$ cat config.mk
export PLATFORM = sky130hd
export DESIGN_NAME = fpnr_unit
export DESIGN_NICKNAME = d
export VERILOG_FILES = /design/src/rtl/fpnr_pkg.sv /design/src/rtl/fpnr_lod.sv /design/src/rtl/fpnr_norm_shift.sv /design/src/rtl/fpnr_round.sv /design/src/rtl/fpnr_unit.sv
export SDC_FILE = /design/constraint.sdc
export NUM_CORES = 1
export LEC_CHECK = 0
export ABC_AREA = 1
export BUFFER_PORTS_ARGS = -buffer_cell sky130_fd_sc_hd__buf_2
export CAP_MARGIN = 20
export CORE_ASPECT_RATIO = 0.8
export CORE_MARGIN = 2
export CORE_UTILIZATION = 32
export CTS_CLUSTER_DIAMETER = 60
export DETAILED_ROUTE_END_ITERATION = 7
export HOLD_SLACK_MARGIN = 0.05
export MAX_ROUTING_LAYER = met4
export PLACE_DENSITY = 0.48
export RECOVER_POWER = 100
export SLEW_MARGIN = 5
export SYNTH_ARGS = -nofsm -noshare
export SYNTH_HDL_FRONTEND = slang
export SYNTH_SLANG_ARGS = --single-unit
$ cat constraint.sdc
create_clock -name clk_i -period 2.7 [get_ports clk_i]
set_clock_uncertainty 0.15 [all_clocks]
set_input_delay 0.405 -clock clk_i [delete_from_list [all_inputs] [get_ports clk_i]]
set_output_delay 0.405 -clock clk_i [all_outputs]
set_load 0.01 [all_outputs]
$ cat src/rtl/fpnr_pkg.sv
package fpnr_pkg;
  typedef enum logic [1:0] {
    RND_CHOP    = 2'b00,
    RND_JAM     = 2'b01,
    RND_HALF_UP = 2'b10,
    RND_RSVD    = 2'b11
  } rnd_mode_e;
endpackage

$ cat src/rtl/fpnr_lod.sv
module fpnr_lod #(
  parameter int W  = 28,
  parameter int PW = $clog2(W)
) (
  input  logic [W-1:0]  vec_i,
  output logic [PW-1:0] pos_o,
  output logic          found_o
);
  // highest set bit wins: later iterations override earlier ones
  always_comb begin
    pos_o   = '0;
    found_o = 1'b0;
    for (int i = 0; i < W; i++) begin
      if (vec_i[i]) begin
        pos_o   = PW'(i);
        found_o = 1'b1;
      end
    end
  end
endmodule

$ cat src/rtl/fpnr_norm_shift.sv
module fpnr_norm_shift #(
  parameter int W  = 28,
  parameter int PW = 5,
  parameter int XW = 12
) (
  input  logic [W-1:0]         mant_i,
  input  logic [PW-1:0]        pos_i,
  output logic [W-1:0]         norm_o,
  output logic signed [XW-1:0] exp_adj_o
);
  localparam int TGT = W - 2;

  logic [PW-1:0] lsh;

  always_comb begin
    lsh = PW'(TGT) - pos_i;
    if (pos_i == PW'(W - 1)) begin
      // integer bit set: one right shift, sticky the lost bit
      norm_o    = {1'b0, mant_i[W-1:2], mant_i[1] | mant_i[0]};
      exp_adj_o = XW'(1);
    end else begin
      norm_o    = mant_i << lsh;
      exp_adj_o = -$signed({{(XW-PW){1'b0}}, lsh});
    end
  end
endmodule

$ cat src/rtl/fpnr_round.sv
module fpnr_round
  import fpnr_pkg::*;
#(
  parameter int FW = 24,
  parameter int GW = 3
) (
  input  logic [FW+GW-1:0] body_i,
  input  rnd_mode_e        mode_i,
  output logic [FW-1:0]    frac_o,
  output logic             carry_o
);
  logic [FW-1:0] ret;
  logic [GW-1:0] grd;
  logic [FW:0]   sum;

  assign ret = body_i[FW+GW-1:GW];
  assign grd = body_i[GW-1:0];
  assign sum = {1'b0, ret} + {{FW{1'b0}}, grd[GW-1]};

  always_comb begin
    frac_o  = ret;
    carry_o = 1'b0;
    unique case (mode_i)
      RND_JAM:     frac_o = ret | {{(FW-1){1'b0}}, |grd};
      RND_HALF_UP: begin
        carry_o = sum[FW];
        // carry out means 1.000.., renormalized to 0.1000..
        frac_o  = sum[FW] ? {1'b1, {(FW-1){1'b0}}} : sum[FW-1:0];
      end
      default:     frac_o = ret;
    endcase
  end
endmodule

$ cat src/rtl/fpnr_unit.sv
module fpnr_unit
  import fpnr_pkg::*;
#(
  parameter int EXP_W     = 7,
  parameter int FRAC_W    = 24,
  parameter int GUARD_W   = 3,
  parameter int RAW_EXP_W = 10
) (
  input  logic                        clk_i,
  input  logic                        rst_ni,
  input  logic                        in_valid_i,
  input  logic                        sign_i,
  input  logic signed [RAW_EXP_W-1:0] exp_i,
  input  logic [FRAC_W+GUARD_W:0]     mant_i,
  input  logic [1:0]                  mode_i,
  output logic                        out_valid_o,
  output logic [EXP_W+FRAC_W:0]       word_o,
  output logic                        ovf_o,
  output logic                        unf_o,
  output logic                        zero_o
);
  localparam int MANT_W = FRAC_W + GUARD_W + 1;
  localparam int POS_W  = $clog2(MANT_W);
  localparam int XW     = RAW_EXP_W + 2;
  localparam int WORD_W = 1 + EXP_W + FRAC_W;
  localparam int BIAS   = 1 << (EXP_W - 1);
  localparam int EMAX   = BIAS - 1;
  localparam int EMIN   = -BIAS;

  logic [POS_W-1:0]       lod_pos;
  logic                   lod_found;
  logic [MANT_W-1:0]      norm;
  logic signed [XW-1:0]   exp_adj;
  logic [FRAC_W-1:0]      rnd_frac;
  logic                   rnd_carry;
  logic signed [XW-1:0]   exp_ext, exp_norm, exp_fin;
  logic                   ovf_c, unf_c;
  logic [WORD_W-1:0]      word_c;

  fpnr_lod #(.W(MANT_W), .PW(POS_W)) u_lod (
    .vec_i   (mant_i),
    .pos_o   (lod_pos),
    .found_o (lod_found)
  );

  fpnr_norm_shift #(.W(MANT_W), .PW(POS_W), .XW(XW)) u_shift (
    .mant_i    (mant_i),
    .pos_i     (lod_pos),
    .norm_o    (norm),
    .exp_adj_o (exp_adj)
  );

  fpnr_round #(.FW(FRAC_W), .GW(GUARD_W)) u_round (
    .body_i  (norm[MANT_W-2:0]),
    .mode_i  (rnd_mode_e'(mode_i)),
    .frac_o  (rnd_frac),
    .carry_o (rnd_carry)
  );

  assign exp_ext  = {{(XW-RAW_EXP_W){exp_i[RAW_EXP_W-1]}}, exp_i};
  assign exp_norm = exp_ext + exp_adj;
  assign exp_fin  = exp_norm + $signed({{(XW-1){1'b0}}, rnd_carry});
  assign ovf_c    = lod_found && (exp_fin > $signed(XW'(EMAX)));
  assign unf_c    = lod_found && (exp_fin < $signed(XW'(EMIN)));

  always_comb begin
    if (!lod_found)  word_c = '0;
    else if (ovf_c)  word_c = {sign_i, {EXP_W{1'b1}}, {FRAC_W{1'b1}}};
    else if (unf_c)  word_c = {sign_i, {(WORD_W-1){1'b0}}};
    else             word_c = {sign_i, EXP_W'(exp_fin + XW'(BIAS)), rnd_frac};
  end

  always_ff @(posedge clk_i or negedge rst_ni) begin
    if (!rst_ni) begin
      out_valid_o <= 1'b0;
      word_o      <= '0;
      ovf_o       <= 1'b0;
      unf_o       <= 1'b0;
      zero_o      <= 1'b0;
    end else begin
      out_valid_o <= in_valid_i;
      if (in_valid_i) begin
        word_o <= word_c;
        ovf_o  <= ovf_c;
        unf_o  <= unf_c;
        zero_o <= !lod_found;
      end
    end
  end

  AST_LATENCY: assert property (@(posedge clk_i) disable iff (!rst_ni)
    in_valid_i |=> out_valid_o);
  AST_HOLD_WORD: assert property (@(posedge clk_i) disable iff (!rst_ni)
    !in_valid_i |=> $stable(word_o));
  AST_NORM_POS: assert property (@(posedge clk_i) disable iff (!rst_ni)
    in_valid_i && lod_found |-> norm[MANT_W-2] && !norm[MANT_W-1]);
  AST_NORM_MSB: assert property (@(posedge clk_i) disable iff (!rst_ni)
    out_valid_o && !zero_o && !unf_o |-> word_o[FRAC_W-1]);
  AST_NO_CARRY_CHOP: assert property (@(posedge clk_i) disable iff (!rst_ni)
    in_valid_i && mode_i != RND_HALF_UP |-> !rnd_carry);
  AST_ZERO_WORD: assert property (@(posedge clk_i) disable iff (!rst_ni)
    out_valid_o && zero_o |-> word_o == '0);
  AST_FLAGS_EXCL: assert property (@(posedge clk_i) disable iff (!rst_ni)
    $onehot0({ovf_o, unf_o, zero_o}));
  AST_OVF_SAT: assert property (@(posedge clk_i) disable iff (!rst_ni)
    out_valid_o && ovf_o |-> word_o[WORD_W-2:0] == '1);
  AST_UNF_FLUSH: assert property (@(posedge clk_i) disable iff (!rst_ni)
    out_valid_o && unf_o |-> word_o[WORD_W-2:0] == '0);
endmodule

==> metrics.yaml <==
die:
  coreArea_mm2: 0.0164
  initial_core_util: 0.326
  ios: 80
  dieArea_mm2: 0.0178
  row_count: 42
  die_w_um: 149
  die_h_um: 120
finish:
  final_area_mm2: 0.00865
  utilization: 0.526
  layout-drive-gt1-share: 0.384
  nets: 1312
  multi_input_area_mm2: 0.00434
  n_fill_cell: 1711
  syn2layout_area_growth_pct: 61.4
  regArea_um2: 901
  diodes: 0
setup_path:
  crit_path_start_kind: "input port"
  max_stage_delay_ns: 0.41
  r2r_end: "word_o[12]"
  cp_slowest_cell: "or4_1"
  crit_type: "in2reg"
  cp_max_fo: 8
  cpMostUsedCell: "nand2_1"
  worstPathArrival_ns: 6.73
  crit_required_ns: 2.71
  r2r_start: "word_o[12]"
  cp-end-kind: "register"
  r2r_cells: 3
  crit_start: "mant_i[2]"
  r2r_slack_ns: 1.79
timing:
  setup_slack_ns: -4.01
  fin_tns_setup_ns: -129.04
  finalCriticalPeriod_ns: 6.71
  relSlewSlack: 0.475
  tightestPinTransition_ns: 0.788
  fmax_ghz: 0.149
  fin_crit_sh: 2.49
  drv_slew: 0
  setup_viol: 33
  rsz0062_at_grt: "true"
  finalHoldViolations: 0
place:
  io_buffer_count: 79
  place_ws_ns: -4.33
  dp_hpwl_mm: 17.3
  post_dp_cell_area_mm2: 0.00773
  finalWeightedCongestion: 1.02
global_route:
  grtUsageMet3: 0.0300
  antenna_found_initial: 0
  grtUsageMet1: 0.376
  met2_usage: 0.363
  grt_overflow: 0
  grt_max_degree: 37
  grt_pass1_wl_mm: 34.5
  grt_pass1_vias: 6728
  grt_usage: 0.246
  busiest_layer: "met1"
yosys:
  synth_compound_area_frac: 0.0979
  syn-num-nets: 999
  netlist_area_mm2: 0.00536
  synth.avg_cell_area_um2: 5.74
  synthTopCellsByCount: "296 x nand2_1, 213 x nand3_1, 80 x inv_1"
  yosysMostFrequentCell: "nand2_1"
  synth_top_area_frac: 0.207
  synth_ff_type: "dfrtp_1"
  ys_warn_count: 0
  synthTopCellsByArea: "nand2_1 21%, nand3_1 20%, dfrtp_1 17%, inv_1 5.6%, nor2_1 5.4%"
  synth_top_family_by_area: "simple AND/OR/NAND/NOR gates"
  ys_types: 45
  yosysSeqAreaShare: 0.168
  synth.area.mux_share: 0
  synth_cells: 934
  synth_edf_count: 0
  ys_ff_latch: 36
  yosys.area_share.simple: 0.532
  synth_xor_area_frac: 0.0441
  yosys.area_share.adder: 0.0518
  synth_top_cell_by_area: "nand2_1"
  synthArstFlopShare: 1.00
flow_run:
  cap_violations: 0
detailed_routing:
  routedWlPerCell_um: 14.9
  first_pass_iters: 5
  vias_per_cell: 5.02
  routed_wl_mm: 21.9
  final_antenna_net_count: 0
  routed-via-count: 7366
  drcViolationCount: 0
  first_iter_violations: 614
clocking:
  h-tree-depth: 2
  hold_buffers: 0
  cts_root_buf: "clkbuf_16"
  clock_latency_ns: 0.28
  clock-sinks: 36
  cts_max_path_buffers: 2
  path_clk_slew_ns: 0.06
  tritoncts.num_buffers: 5
  cts_tree: "done"
worst_hold_path:
  holdCritPathClass: "in2async"
power_and_ir_drop:
  irDropWorstVdd_mv: 0.285
  power.density_mw_per_mm2: 508
  p_leak_uw: 0.00453
  power_uw: 4400
status:
  violations: "setup timing"
  status: "finished with violations"
[power breakdown]
group,internal (uW),switching (uW),leakage [uW]
clock,366,216,0.0000691
combinational,1380,1610,0.00403
sequential,727,104,0.000430
[how the worst max path moves through the flow]
stage                  to  slack, ns
2_1_floorplan  word_o[11]      -4.07
3_3_place_gp    word_o[8]      -4.35
3_5_place_dp   word_o[12]      -4.33
4_1_cts        word_o[19]      -3.73
5_1_grt        word_o[21]      -4.56
6_report       word_o[14]      -4.01
[kinds of logic (layout without fill, tap and decap cells)]
kind of cell / after synthesis / count (layout)
and+or+nand+nor: 637 / 637
xor gates and xnor gates: 27 / 27
adders and majority gates: 21 / 21
AOI/OAI and AO/OA: 82 / 82
buffers and inverters: 131 / 445
DFF: 36 / 36
[registers in the layout, indices dropped and copies added (netlist names)]
name and cells:
zero_o 1, unf_o 1, ovf_o 1, word_o 32, out_valid_o 1
[what timing repair did]
action	4_1_cts	5_1_grt
endpoints found under the setup margin	33	33
buffers inserted	16	25
gates resized for setup	39	69
pin swaps	22	63
gates cloned	1	1
[critical path, delay by kind of cell]
family | cells | cell delay [ns]
AO/OA/AOI/OAI | 3 | 0.41
XOR/XNOR | 1 | 0.14
adder cells (fa/ha/maj) | 5 | 1.28
buffers and inverters | 8 | 0.63
AND/OR/NAND/NOR | 43 | 3.81
[metrics by stage]
step / hold slack (ns) / cells
2_1_floorplan: -0.0406 / 934
3_3_place_gp: 0.311 / 1419
3_5_place_dp: 0.310 / 1419
4_1_cts: 0.0870 / 1443
5_1_grt: 0.128 / 1468
6_report: 0.0585 / 1468
[cells in the final DEF, fill, tap and decap left out, drive strengths merged, types with 9 or more instances in the layout]
master | synthesis | layout
o22ai | 11 | 11
nor2 | 84 | 84
dfrtp | 36 | 36
o21bai | 15 | 15
xor2 | 20 | 20
inv | 88 | 88
a21oi | 22 | 22
ha | 19 | 19
nand4 | 16 | 16
nand3 | 214 | 214
buf | 22 | 345
nand2 | 311 | 311
a22oi | 9 | 9
o21ai | 15 | 15
[routing by layer]
| metal | share of wire | wire length [um] |
|---|---|---|
| met1 | 0.50 | 11000 |
| met2 | 0.42 | 9140 |
| met3 | 0.073 | 1590 |
| met4 | 0.0075 | 164 |
| met5 | 0 | 0 |
[layout make-up]
cell class | count | area share
Sequential cell | 36 | 0.104
Inverter | 90 | 0.0444
Clock inverter | 2 | 0.00174
Multi-Input combinational cell | 767 | 0.502
Clock buffer | 6 | 0.0161
Tap cell | 220 | 0.0318
Timing Repair Buffer | 347 | 0.300
Power figures use the tool's default switching activity.
